==> src/rtl/rr_pkg.sv <==
package rr_pkg;
  localparam int KEY_W  = 5;
  localparam int IDX_W  = 5;
  localparam int EW_W   = 2;
  localparam int PHYS_W = IDX_W + 1;
  localparam int NREGS  = 1 << KEY_W;

  typedef struct packed {
    logic             live;
    logic             kind;
    logic [KEY_W-1:0] key;
    logic [IDX_W-1:0] idx;
    logic [EW_W-1:0]  ew;
    logic             vec;
    logic             packd;
    logic             bank;
  } cfg_ent_t;

  typedef struct packed {
    logic              en;
    logic [PHYS_W-1:0] phys;
    logic [EW_W-1:0]   ew;
    logic              vec;
    logic              packd;
  } tbl_ent_t;
endpackage

==> src/rtl/rr_cfg_store.sv <==
module rr_cfg_store
  import rr_pkg::*;
#(
  parameter int NUM_CFG = 16,
  localparam int SEL_W = $clog2(NUM_CFG)
) (
  input  logic             clk,
  input  logic             rst_n,
  input  logic             wr,
  input  logic [SEL_W-1:0] wr_sel,
  input  cfg_ent_t         wr_ent,
  input  logic [SEL_W-1:0] rd_sel,
  output cfg_ent_t         rd_ent,
  output logic             rsvd_err
);
  cfg_ent_t slots [NUM_CFG];

  always_ff @(posedge clk or negedge rst_n) begin
    if (!rst_n) begin
      for (int i = 0; i < NUM_CFG; i++) slots[i] <= '0;
    end else if (wr) begin
      slots[wr_sel] <= wr_ent;
    end
  end

  assign rd_ent = slots[rd_sel];

  always_comb begin
    rsvd_err = 1'b0;
    for (int i = 0; i < NUM_CFG; i++) rsvd_err = rsvd_err | (slots[i].live & slots[i].bank);
  end

  // a live reserved-bank write shows on the flag next cycle
  p_bank_flag_r11: assert property (@(posedge clk) disable iff (!rst_n)
    (wr && wr_ent.live && wr_ent.bank) |=> rsvd_err);
endmodule

==> src/rtl/rr_rebuild_seq.sv <==
module rr_rebuild_seq #(
  parameter int NUM_CFG = 16,
  localparam int SEL_W = $clog2(NUM_CFG)
) (
  input  logic             clk,
  input  logic             rst_n,
  input  logic             start,
  output logic             busy,
  output logic             clr,
  output logic             apply,
  output logic [SEL_W-1:0] apply_sel
);
  typedef enum logic [1:0] {S_IDLE, S_CLEAR, S_APPLY} st_t;
  localparam logic [SEL_W-1:0] LAST = SEL_W'(NUM_CFG - 1);

  st_t state;

  always_ff @(posedge clk or negedge rst_n) begin
    if (!rst_n) begin
      state     <= S_IDLE;
      apply_sel <= '0;
    end else if (start) begin
      state     <= S_CLEAR;
      apply_sel <= '0;
    end else begin
      case (state)
        S_CLEAR: begin
          state     <= S_APPLY;
          apply_sel <= '0;
        end
        S_APPLY: begin
          if (apply_sel == LAST) state <= S_IDLE;
          else apply_sel <= apply_sel + SEL_W'(1);
        end
        default: ;
      endcase
    end
  end

  assign busy  = (state != S_IDLE);
  assign clr   = (state == S_CLEAR) && !start;
  assign apply = (state == S_APPLY) && !start;

  // a rebuild only begins because of a write
  p_busy_cause_r2: assert property (@(posedge clk) disable iff (!rst_n)
    $rose(busy) |-> $past(start));
  // the last slot ends the rebuild
  p_last_ends_r2: assert property (@(posedge clk) disable iff (!rst_n)
    (apply && apply_sel == LAST) |=> !busy);
  // a write always puts the sequencer into the clear step
  p_restart_r12: assert property (@(posedge clk) disable iff (!rst_n)
    start |=> (busy && !apply));
endmodule

==> src/rtl/rr_table.sv <==
module rr_table
  import rr_pkg::*;
(
  input  logic             clk,
  input  logic             rst_n,
  input  logic             clr,
  input  logic             wr,
  input  logic [KEY_W-1:0] wr_key,
  input  tbl_ent_t         wr_ent,
  input  logic [KEY_W-1:0] rd_key,
  output tbl_ent_t         rd_ent
);
  tbl_ent_t         tbl [NREGS];
  logic [NREGS-1:0] en_vec;

  always_ff @(posedge clk or negedge rst_n) begin
    if (!rst_n) begin
      for (int i = 0; i < NREGS; i++) tbl[i] <= '0;
    end else if (clr) begin
      for (int i = 0; i < NREGS; i++) tbl[i] <= '0;
    end else if (wr) begin
      tbl[wr_key] <= wr_ent;
    end
  end

  for (genvar g = 0; g < NREGS; g++) begin : g_en
    assign en_vec[g] = tbl[g].en;
  end

  assign rd_ent = tbl[rd_key];

  // a clear step leaves no enabled entry
  p_clear_empties_r8: assert property (@(posedge clk) disable iff (!rst_n)
    clr |=> ($countones(en_vec) == 0));
  // applying a slot adds at most one enabled entry
  p_one_per_apply_r5: assert property (@(posedge clk) disable iff (!rst_n)
    (wr && !clr) |=> ($countones(en_vec) <= $countones($past(en_vec)) + 1));
endmodule

==> src/rtl/reg_redirect_expander.sv <==
module reg_redirect_expander
  import rr_pkg::*;
#(
  parameter int NUM_CFG = 16,
  localparam int SEL_W = $clog2(NUM_CFG)
) (
  input  logic              clk,
  input  logic              rst_n,
  input  logic              cfg_wr,
  input  logic [SEL_W-1:0]  cfg_sel,
  input  logic              cfg_live,
  input  logic              cfg_type,
  input  logic [KEY_W-1:0]  cfg_key,
  input  logic [IDX_W-1:0]  cfg_idx,
  input  logic [EW_W-1:0]   cfg_ew,
  input  logic              cfg_vec,
  input  logic              cfg_packed,
  input  logic              cfg_bank,
  input  logic              lu_type,
  input  logic [KEY_W-1:0]  lu_reg,
  output logic              lu_enabled,
  output logic [PHYS_W-1:0] lu_phys,
  output logic [EW_W-1:0]   lu_ew,
  output logic              lu_vec,
  output logic              lu_packed,
  output logic              busy,
  output logic              rsvd_err
);
  cfg_ent_t         wr_ent, cur;
  tbl_ent_t         apply_ent, hit;
  tbl_ent_t [1:0]   tbl_rd;
  logic             clr, apply;
  logic [SEL_W-1:0] apply_sel;

  assign wr_ent = '{live: cfg_live, kind: cfg_type, key: cfg_key, idx: cfg_idx,
                    ew: cfg_ew, vec: cfg_vec, packd: cfg_packed, bank: cfg_bank};

  rr_cfg_store #(.NUM_CFG(NUM_CFG)) i_store (
    .clk(clk), .rst_n(rst_n), .wr(cfg_wr), .wr_sel(cfg_sel), .wr_ent(wr_ent),
    .rd_sel(apply_sel), .rd_ent(cur), .rsvd_err(rsvd_err)
  );

  rr_rebuild_seq #(.NUM_CFG(NUM_CFG)) i_seq (
    .clk(clk), .rst_n(rst_n), .start(cfg_wr), .busy(busy),
    .clr(clr), .apply(apply), .apply_sel(apply_sel)
  );

  // bank bit lands above the 5-bit index: idx + bank*32
  assign apply_ent = '{en: 1'b1, phys: {cur.bank, cur.idx}, ew: cur.ew,
                       vec: cur.vec, packd: cur.packd};

  for (genvar t = 0; t < 2; t++) begin : g_tbl
    rr_table i_tbl (
      .clk(clk), .rst_n(rst_n), .clr(clr),
      .wr(apply && cur.live && (cur.kind == 1'(t))),
      .wr_key(cur.key), .wr_ent(apply_ent),
      .rd_key(lu_reg), .rd_ent(tbl_rd[t])
    );
  end

  assign hit = tbl_rd[lu_type];

  always_comb begin
    if (busy || !hit.en) begin
      lu_enabled = 1'b0;
      lu_phys    = {1'b0, lu_reg};
      lu_ew      = '0;
      lu_vec     = 1'b0;
      lu_packed  = 1'b0;
    end else begin
      lu_enabled = 1'b1;
      lu_phys    = hit.phys;
      lu_ew      = hit.ew;
      lu_vec     = hit.vec;
      lu_packed  = hit.packd;
    end
  end

  // no redirection is reported while rebuilding
  p_busy_blocks_r3: assert property (@(posedge clk) disable iff (!rst_n)
    busy |-> !lu_enabled);
  // a miss hands back the register number untouched
  p_passthru_r4: assert property (@(posedge clk) disable iff (!rst_n)
    !lu_enabled |-> (lu_phys == {1'b0, lu_reg} && !lu_vec && !lu_packed && lu_ew == '0));
  // tables come out of reset empty, so nothing resolves before a write
  p_reset_idle_r1: assert property (@(posedge clk) disable iff (!rst_n)
    ($past(!rst_n) && !$past(cfg_wr)) |-> (!busy && !rsvd_err));
endmodule

==> config.mk <==
export PLATFORM = sky130hd
export DESIGN_NAME = reg_redirect_expander
export DESIGN_NICKNAME = d
export VERILOG_FILES = /design/src/rtl/rr_pkg.sv /design/src/rtl/rr_cfg_store.sv /design/src/rtl/rr_rebuild_seq.sv /design/src/rtl/rr_table.sv /design/src/rtl/reg_redirect_expander.sv
export SDC_FILE = /design/constraint.sdc
export NUM_CORES = 1
export LEC_CHECK = 0
export BUFFER_PORTS_ARGS = -buffer_cell sky130_fd_sc_hd__buf_2
export CAP_MARGIN = 20
export CORE_UTILIZATION = 40
export CTS_CLUSTER_DIAMETER = 100
export CTS_CLUSTER_SIZE = 20
export DETAILED_ROUTE_END_ITERATION = 10
export SLEW_MARGIN = 20
export SYNTH_ARGS = -nofsm -noshare
export SYNTH_HDL_FRONTEND = slang
export SYNTH_SLANG_ARGS = --single-unit
==> constraint.sdc <==
create_clock -name clk -period 3.9 [get_ports clk]
set_input_delay 0.195 -clock clk [delete_from_list [all_inputs] [get_ports clk]]
set_output_delay 0.195 -clock clk [all_outputs]
set_load 0.02 [all_outputs]
==> results by group <==
Global routing
  • Gr ovfl total: 0
  • Vias in the first global route: 30.7k
  • Initial antenna violation count: 9
  • First-pass GRT wire length: 207000 um
  • Tot GR Track Use: 0.244
  • Pin count of the biggest net entering global routing: around 130

Floorplanning
  • Starting Density: 0.405
  • I/O pin total: 43
  • Core area: 111000 um2
  • Die X: about 340 um
  • Die height: 337 um
  • Die area: about 110000 um2
  • # rows: about 120

STA
  • Hold Fails Final Rpt: 0
  • Pins Over Slew Limit: 0
  • Worst Tran Pin Value: 1.20 ns
  • Final Critical Period: 3.77 ns
  • Skew final: approximately 0.036 ns
  • Setup ws final: 0.125 ns
  • Slew headroom: 0.196
  • Endpoints failing setup: 0
  • RSZ-0062 raised after global routing: false
  • Setup TNS: 0 ns
  • Max Freq: around 0.26 GHz
  • Period utilisation layout: 0.968

Synthesis
  • Syn nets: 3135
  • Mapped Avg Cell Area: 14.5 um2
  • Mapped Area: 45000 um2
  • Area contributors post-synth: dfrtp_1 (55%), mux4_2 (14%), mux2_2 (6.9%)
  • Synthesized flop and latch total: 982
  • Syn Inst Count: between 3k and 4k
  • Seq/Total Area, Yosys: 0.546
  • Yosys warning count: 0
  • Number of flops mapped to enable cells by yosys: 0
  • Largest area contributor in the netlist: dfrtp_1
  • Yosys cell types: 58
  • Post-synth top area share: 0.546
  • Fraction of registers with async set/reset: 1.00
  • Most used flip-flop cell after synthesis: dfrtp_1

Setup path
  • Arr. time, crit path: 4.36 ns
  • Slowest cell delay on critical path: approximately 0.52 ns
  • Required time worst endpoint: 4.49 ns
  • CP Class: flip-flop to flip-flop
  • Crit. End Element: flip-flop
  • CP startpoint kind: flip-flop
  • Max FO, Critical Path: 17
  • Crit path top cell by count: buf_4
  • CP Cell Sequence: buf_4 -> mux2i_1 -> a221oi_1 -> nor2_1 -> o21ai_4 -> buf_4 -> or3b_2 -> nor2_2 -> buf_4 -> mux2i_1
  • Slowest cell on the critical path: or3b_2

Routing
  • Vias: 29.2k
  • Wirelength, routed: 136000 um
  • Via density: 6.29
  • Drt pass-1 iters: 7
  • Final ANT Viol Nets: 0
  • Drt drc: 0
  • 1st-iter DRT viols: 3066
  • WL/cell: 29.3 um

Clocking
  • CTS buffer count: 55
  • Clock Path Buffers: 3
  • CTS H-tree depth: 2
  • Clock transition at the registers of the reported paths: 0.09 ns
  • Worst skew pair latency: 0.69 ns
  • CTS tree: done
  • Clock sink count: about 1000
  • Root buffer cell: clkbuf_16

Finish
  • Utilization after layout: 0.445
  • Layout cell share with drive strength beyond 1: 0.307
  • Area Growth Syn to Fin: 10.0%
  • Final #Nets: 3187
  • # fillers: 9924
  • Multi-input logic area: 19200 um2
  • Sequential Area: 24600 um2

Power and ir drop
  • Max VDD drop: 0.000371 V
  • Pwr/cell area: about 420 nW/um2
  • Pwr Total: between 20000 and 25000 uW
  • Static Leak: between 0.02 and 0.025 uW

Hold path
  • HP Class: input pin to flip-flop

Placement
  • RePlAce Congestion: 0.870
  • Pre-CTS WS: roughly 0.046 ns
  • IO buf count: 42
  • DP Wirelength: 91800 um

Job
  • Max-cap viol count: 0

Run status
  • Outcome: finished clean
==> area by class of cell <==
cell class,instances,area share
Clock inverter,5,0.00144
Inverter,19,0.00144
Tap cell,1488,0.0376
Multi-Input combinational cell,1827,0.389
Sequential cell,982,0.497
Clock buffer,58,0.0285
Timing Repair Buffer,271,0.0456
Antenna cell,1,0.0000506
==> cells in the mapped netlist (8+ instances only) <==
| library cell | n |
|---|---|
| buf_4 | 9 |
| o21ai_0 | 38 |
| mux4_2 | 288 |
| nor3_1 | 16 |
| inv_2 | 8 |
| nor2_1 | 102 |
| buf_2 | 62 |
| a2bb2o_1 | 213 |
| nor4b_2 | 15 |
| o31a_1 | 12 |
| a221oi_1 | 13 |
| a21oi_1 | 11 |
| o21a_1 | 43 |
| buf_1 | 29 |
| o2bb2ai_1 | 191 |
| mux2i_1 | 94 |
| nor2_2 | 15 |
| nor2b_1 | 16 |
| nand2_1 | 182 |
| nand2b_1 | 17 |
| or2_0 | 8 |
| nor4_2 | 8 |
| clkbuf_1 | 170 |
| mux2_2 | 274 |
| inv_1 | 10 |
| dfrtp_1 | 982 |
| o22ai_1 | 12 |
| a22o_1 | 132 |
| nand3_1 | 48 |
==> stage by stage <==
stage | instances | hold WS [ns] | instance area [um2]
floorplan | 3104 | -0.101 | 45000
global placement | 4569 | 0.344 | 47800
detailed placement | 4569 | 0.354 | 47800
CTS | 4650 | 0.0164 | 49500
global route | 4651 | 0.0521 | 49500
finish | 4651 | 0.0395 | 49500
==> report_power, final <==
| group | total (uW) | switching [uW] | internal (uW) |
|---|---|---|---|
| Combinational | 3380 | 1970 | 1410 |
| Clock | 6060 | 3420 | 2640 |
| Sequential | 11300 | 395 | 10900 |
| Total | 20700 | 5780 | 14900 |
==> metal layers <==
layer / GRT usage / up-vias / routed length (um)
met2: 0.387 / 1131 / 64600
met1: 0.335 / 15900 / 56900
met5: 0 / - / 79
met3: 0.0438 / 251 / 9480
li1: - / 12000 / -
met4: 0.0929 / 8 / 5420
==> worst max-delay path: cells and delay by family (launching register included) <==
family	cells	cell delay [ns]
muxes	2	0.36
AOI/OAI and AO/OA	2	0.88
and+or+nand+nor	3	1.00
DFF	1	0.51
buffers and inverters	3	0.91
==> cell families (layout without fill, tap and decap cells) <==
| family | count (synthesis) | in the layout | synth area share |
|---|---|---|---|
| flip-flops | 982 | 982 | 0.546 |
| AO/OA/AOI/OAI | 680 | 680 | 0.132 |
| multiplexers | 656 | 656 | 0.234 |
| AND/OR/NAND/NOR | 490 | 490 | 0.0594 |
| buffers and inverters | 295 | 353 | 0.0281 |
| adder cells (fa/ha/maj) | 1 | 1 | 0.000278 |
| other | 0 | 1 | 0 |
==> flip-flops by register name, indices dropped and copies added (netlist names) <==
register	count
g_tbl.i_tbl.tbl	640
g_tbl.i_tbl.en_vec	64
i_store.slots	272
i_seq.apply_sel	4
i_seq.state	2
==> final timing paths <==
path / startpoint / end / slack, ns / depth (start not counted)
hold / removal: cfg_key[0] / i_store.slots[10] / 0.04 / 2
hold reg to reg: g_tbl[1].i_tbl.en_vec[2] / g_tbl[1].i_tbl.en_vec[2] / 0.48 / 1
min in group asynchronous: rst_n / g_tbl[0].i_tbl.tbl[245] / 0.21 / 2
setup reg to reg: i_seq.apply_sel[0] / g_tbl[1].i_tbl.tbl[193] / 0.13 / 10
setup / recovery: i_seq.apply_sel[0] / g_tbl[1].i_tbl.tbl[193] / 0.13 / 10
max in group asynchronous: rst_n / g_tbl[0].i_tbl.tbl[116] / 2.50 / 3
==> placed cells by master, fill, tap and decap left out, types with 56 or more instances in the layout <==
cell type	synthesis	layout
mux2i_1	94	94
mux2_2	274	274
o2bb2ai_1	191	191
clkbuf_16	0	56
nor2_1	102	91
buf_4	9	192
dfrtp_1	982	979
mux4_2	288	288
a2bb2o_1	213	213
nand2_1	182	182
a22o_1	132	132
==> what timing repair did <==
action                                  CTS  global route
gates resized for setup                   1             1
buffers inserted                          0             0
endpoints found under the hold margin   321             0
hold buffers                             18             0
endpoints found under the setup margin    3             1
(Power assumes the default switching activity.)
